[src/rtl/bmd_pkg.sv]
package bmd_pkg;

    typedef enum logic {
        PH_MID  = 1'b0,
        PH_WAIT = 1'b1
    } bmd_phase_e;

    typedef struct packed {
        bmd_phase_e phase;
        logic       held;
        logic       bit_val;
    } bmd_state_t;

    typedef struct packed {
        bmd_state_t st;
        logic       fire;
    } bmd_next_t;

    function automatic bmd_state_t bmd_reset_state(logic lvl);
        bmd_state_t s;
        s.phase   = PH_WAIT;
        s.held    = lvl;
        s.bit_val = 1'b1;
        return s;
    endfunction

    function automatic bmd_next_t bmd_step(bmd_state_t cur, logic smp, logic stb);
        bmd_next_t nx;
        nx.st   = cur;
        nx.fire = 1'b0;
        case (cur.phase)
            PH_WAIT: begin
                if (smp != cur.held) begin
                    nx.st.held  = smp;
                    nx.st.phase = PH_MID;
                end
            end
            default: begin
                if (stb) begin
                    nx.st.bit_val = smp ^ cur.held;
                    nx.st.held    = smp;
                    nx.st.phase   = PH_WAIT;
                    nx.fire       = 1'b1;
                end
            end
        endcase
        return nx;
    endfunction

endpackage

[src/rtl/bmd_sync.sv]
module bmd_sync #(
    parameter int   STAGES    = 2,
    parameter logic RST_LEVEL = 1'b1
) (
    input  logic clk,
    input  logic rst,
    input  logic d_i,
    output logic q_o
);
    logic [STAGES-1:0] chain;

    for (genvar i = 0; i < STAGES; i++) begin : g_stage
        if (i == 0) begin : g_first
            always_ff @(posedge clk) begin
                if (rst) chain[0] <= RST_LEVEL;
                else     chain[0] <= d_i;
            end
        end else begin : g_rest
            always_ff @(posedge clk) begin
                if (rst) chain[i] <= RST_LEVEL;
                else     chain[i] <= chain[i-1];
            end
        end
    end

    assign q_o = chain[STAGES-1];
endmodule

[src/rtl/bmd_core.sv]
module bmd_core
    import bmd_pkg::*;
#(
    parameter logic RST_LEVEL = 1'b1
) (
    input  logic       clk,
    input  logic       rst,
    input  logic       smp_i,
    input  logic       stb_i,
    output bmd_phase_e phase_o,
    output logic       held_o,
    output logic       bit_o,
    output logic       vld_o
);
    bmd_state_t st_q;
    bmd_next_t  nx;
    logic       vld_q;

    always_comb nx = bmd_step(st_q, smp_i, stb_i);

    always_ff @(posedge clk) begin
        if (rst) begin
            st_q  <= bmd_reset_state(RST_LEVEL);
            vld_q <= 1'b0;
        end else begin
            st_q  <= nx.st;
            vld_q <= nx.fire;
        end
    end

    assign phase_o = st_q.phase;
    assign held_o  = st_q.held;
    assign bit_o   = st_q.bit_val;
    assign vld_o   = vld_q;
endmodule

[src/rtl/bmd_decoder.sv]
module bmd_decoder
    import bmd_pkg::*;
#(
    parameter int   SYNC_STAGES = 2,
    parameter logic RST_LEVEL   = 1'b1
) (
    input  logic clk,
    input  logic rst,
    input  logic line_i,
    input  logic smp_stb_i,
    output logic bit_o,
    output logic bit_vld_o
);
    logic       sync_line;
    logic       held_line;
    bmd_phase_e cur_phase;

    bmd_sync #(
        .STAGES    (SYNC_STAGES),
        .RST_LEVEL (RST_LEVEL)
    ) u_sync (
        .clk (clk),
        .rst (rst),
        .d_i (line_i),
        .q_o (sync_line)
    );

    bmd_core #(
        .RST_LEVEL (RST_LEVEL)
    ) u_core (
        .clk     (clk),
        .rst     (rst),
        .smp_i   (sync_line),
        .stb_i   (smp_stb_i),
        .phase_o (cur_phase),
        .held_o  (held_line),
        .bit_o   (bit_o),
        .vld_o   (bit_vld_o)
    );
endmodule

[config.mk]
export PLATFORM = sky130hd
export DESIGN_NAME = bmd_decoder
export DESIGN_NICKNAME = d
export VERILOG_FILES = /design/src/rtl/bmd_pkg.sv /design/src/rtl/bmd_sync.sv /design/src/rtl/bmd_core.sv /design/src/rtl/bmd_decoder.sv
export SDC_FILE = /design/constraint.sdc
export NUM_CORES = 1
export LEC_CHECK = 0
export ABC_AREA = 1
export CAP_MARGIN = 20
export CORE_AREA = 2 2 39 41
export CTS_BUF_LIST = sky130_fd_sc_hd__clkbuf_4
export DETAILED_ROUTE_END_ITERATION = 8
export DIE_AREA = 0 0 41 43
export GPL_ROUTABILITY_DRIVEN = 0
export PLACE_DENSITY = 0.42
export SYNTH_ARGS = -nofsm -noshare
export SYNTH_HDL_FRONTEND = slang
export SYNTH_HIERARCHICAL = 1
export SYNTH_SLANG_ARGS = --single-unit
export TNS_END_PERCENT = 100
[constraint.sdc]
create_clock -name clk -period 1.1 [get_ports clk]
set_input_delay 0.11 -clock clk [delete_from_list [all_inputs] [get_ports clk]]
set_output_delay 0.11 -clock clk [all_outputs]
set_load 0.02 [all_outputs]
==> out/qor.yml <==
route:
  antenna_left: 0
  vias: 187
  drc: 0
  wl_um: 384
  drt_pass1_iterations: 4
  vias_per_cell: 3.53
  drtIter0Drc: 7
  wl_per_cell_um: 7.25
placement:
  place_area_um2: 313
  place.port_buffers: 5
  dp_cells: 50
  pre_cts_slack_ns: 0.0405
  dpl.hpwl_um: 291
setup_path:
  cp_common_cell: "nand3_2"
  max_stage_delay_ns: 0.33
  cp_slowest_cell: "dfxtp_2"
  cp.required_ns: 1.22
  critPathBufInv: 2
  cp_data_arrival_time_ns: 1.14
  crit_path_cell_trace: "inv_1 -> ha_1 -> inv_2 -> nand2_1 -> nand3_2 -> nand3_2"
  worst_setup_path_end_kind: "flip-flop"
  worstSetupStartpointType: "flip-flop"
  cp_max_fo: 4
  critPathKind: "flip-flop to flip-flop"
  cp_top_family: "flip-flops"
synth:
  synth_top_family_by_area: "simple AND/OR/NAND/NOR gates"
  yosysWarnings: 6
  yosys.area_share.xor_xnor: 0
  syn_nets: 34
  ys_seq_elements: 6
  syn_area_um2: 243
  synthAdderAreaFrac: 0.0515
  synth-simple-area-share: 0.314
  syn-instance-count: 29
  synth_area_per_cell_um2: 8.37
  muxShareOfSynthArea: 0
  synth-seq-area-share: 0.495
  yosysUniqueCellTypes: 10
  synth-compound-area-share: 0.0309
global_route:
  grt_pass1_wl_um: 662
  antenna_found_initial: 0
  first_global_vias: 172
  groute.usage.overall: 0.0624
  overflow: 0
  grt_max_degree: 5
clock_tree:
  cts_tree: "built"
  cts_buffer_depth: 2
  cts_hold_buf: 0
  clock_latency_ns: 0.24
  cts_inserted_buffers: 3
  postCtsSetupBuffers: 0
  ctsResizeCount: 2
  h-tree-depth: 1
  cts_root_buffer: "clkbuf_4"
  cts.sinks: 6
  clk_pin_slew_ns: 0.05
layout:
  fin_cells: 53
  drive_gt1_frac: 0.243
  final_area_um2: 334
  diodes: 0
  nNetsFinal: 44
  layout-area-overhead-vs-synth_pct: 37.6
floorplan:
  die_w_um: 41
  pin_count: 6
  start_util: 0.175
  rows: 14
  die_h_um: 43
  core_area_um2: 1380
  dieArea_um2: 1760
flow_run:
  maxCapViolations: 0
sta:
  fmax_mhz: 987
  skew_ns: 0.00518
  setup_viol: 0
  hold_violations: 0
  worst_pin_slew_ns: 0.209
  setup_ws_ns: 0.0873
  final.setup.tns_ns: 0
  max_slew_margin: 0.861
  rsz0062_at_grt: "false"
  period_needed_ns: 1.01
  period_share: 0.921
  slew_violations: 0
min_path:
  hp-class: "primary input to flip-flop"
pwr:
  fin_total_pwr_mw: 0.653
  power.density_nw_per_um2: 1950
  ir_worst_vdd_v: 0.000574
  p_leak_nw: 0.181
outcome:
  status: "complete, no violations"
-- final timing paths --
check,slack [ns],depth (start not counted),start,to
max,0.09,6,u_core/held_o$_SDFFE_PP1P_,u_core/held_o$_SDFFE_PP1P_
min,0.40,3,line_i,u_sync/chain[0]$_SDFF_PP1_
max reg2reg,0.09,6,u_core/held_o$_SDFFE_PP1P_,u_core/held_o$_SDFFE_PP1P_
min reg2reg,0.40,2,u_sync/chain[0]$_SDFF_PP1_,u_sync/q_o$_SDFF_PP1_
-- Yosys cell counts, drive strengths merged --
| cell type | instances | area (um2) |
|---|---|---|
| inv | 7 | 26.3 |
| dfxtp | 6 | 120 |
| nand2 | 6 | 30.0 |
| nand3 | 5 | 35.0 |
| nor2 | 3 | 11.3 |
| o211ai | 1 | 7.51 |
| ha | 1 | 12.5 |
-- layout make-up --
| class | instances | area [um2] |
|---|---|---|
| Clock buffer | 3 | 22.5 |
| Fill cell | 152 | 1050 |
| Inverter | 7 | 26.3 |
| Multi-Input combinational cell | 16 | 96.3 |
| Sequential cell | 6 | 121 |
| Tap cell | 16 | 20.0 |
| Timing Repair Buffer | 5 | 47.5 |
-- cells by family after synthesis --
| family | count (synthesis) |
|---|---|
| simple gates | 14 |
| buf+inv | 7 |
| compound gates | 1 |
| flops | 6 |
| fa+ha+maj | 1 |
-- worst min-delay path, delay by kind of cell --
| family | cells | cell delay (ns) |
|---|---|---|
| buffers and inverters | 2 | 0.44 |
| AND/OR/NAND/NOR | 1 | 0.04 |
-- power breakdown --
part / internal [mW] / switching, mW / leakage (nW)
clock network: 0.123 / 0.0724 / 0.0138
logic: 0.0741 / 0.0979 / 0.118
registers: 0.259 / 0.0264 / 0.0492
total: 0.456 / 0.197 / 0.181
-- per-layer routing --
metal	wire length (um)	up-vias	GRT usage
li1	-	105	-
met1	226	76	0.0906
met2	125	6	0.0500
met3	32	0	0.0314
met4	0	0	0.0800
met5	0	-	0
-- cells in the final DEF (no fill, tap or decap), drive strengths merged --
| cell type | n |
|---|---|
| inv | 7 |
| o211ai | 1 |
| clkbuf | 3 |
| dlygate4sd2 | 2 |
| nand3 | 5 |
| clkdlybuf4s50 | 3 |
| nor2 | 3 |
| ha | 1 |
| dfxtp | 6 |
| nand2 | 6 |
-- sequential cells by signal, indices dropped and copies added, names as in the netlist --
name / cells
u_core/bit_o: 1
u_core/phase_o: 1
u_core/held_o: 1
u_sync/q_o: 1
u_sync/chain: 1
u_core/vld_o: 1
-- stage by stage --
stage	hold slack [ns]	util
global route	0.405	0.241
global placement	0.394	0.226
detailed placement	0.393	0.226
finish	0.398	0.241
floorplan	0.182	-
CTS	0.391	0.241
Power figures use the tool's default switching activity.
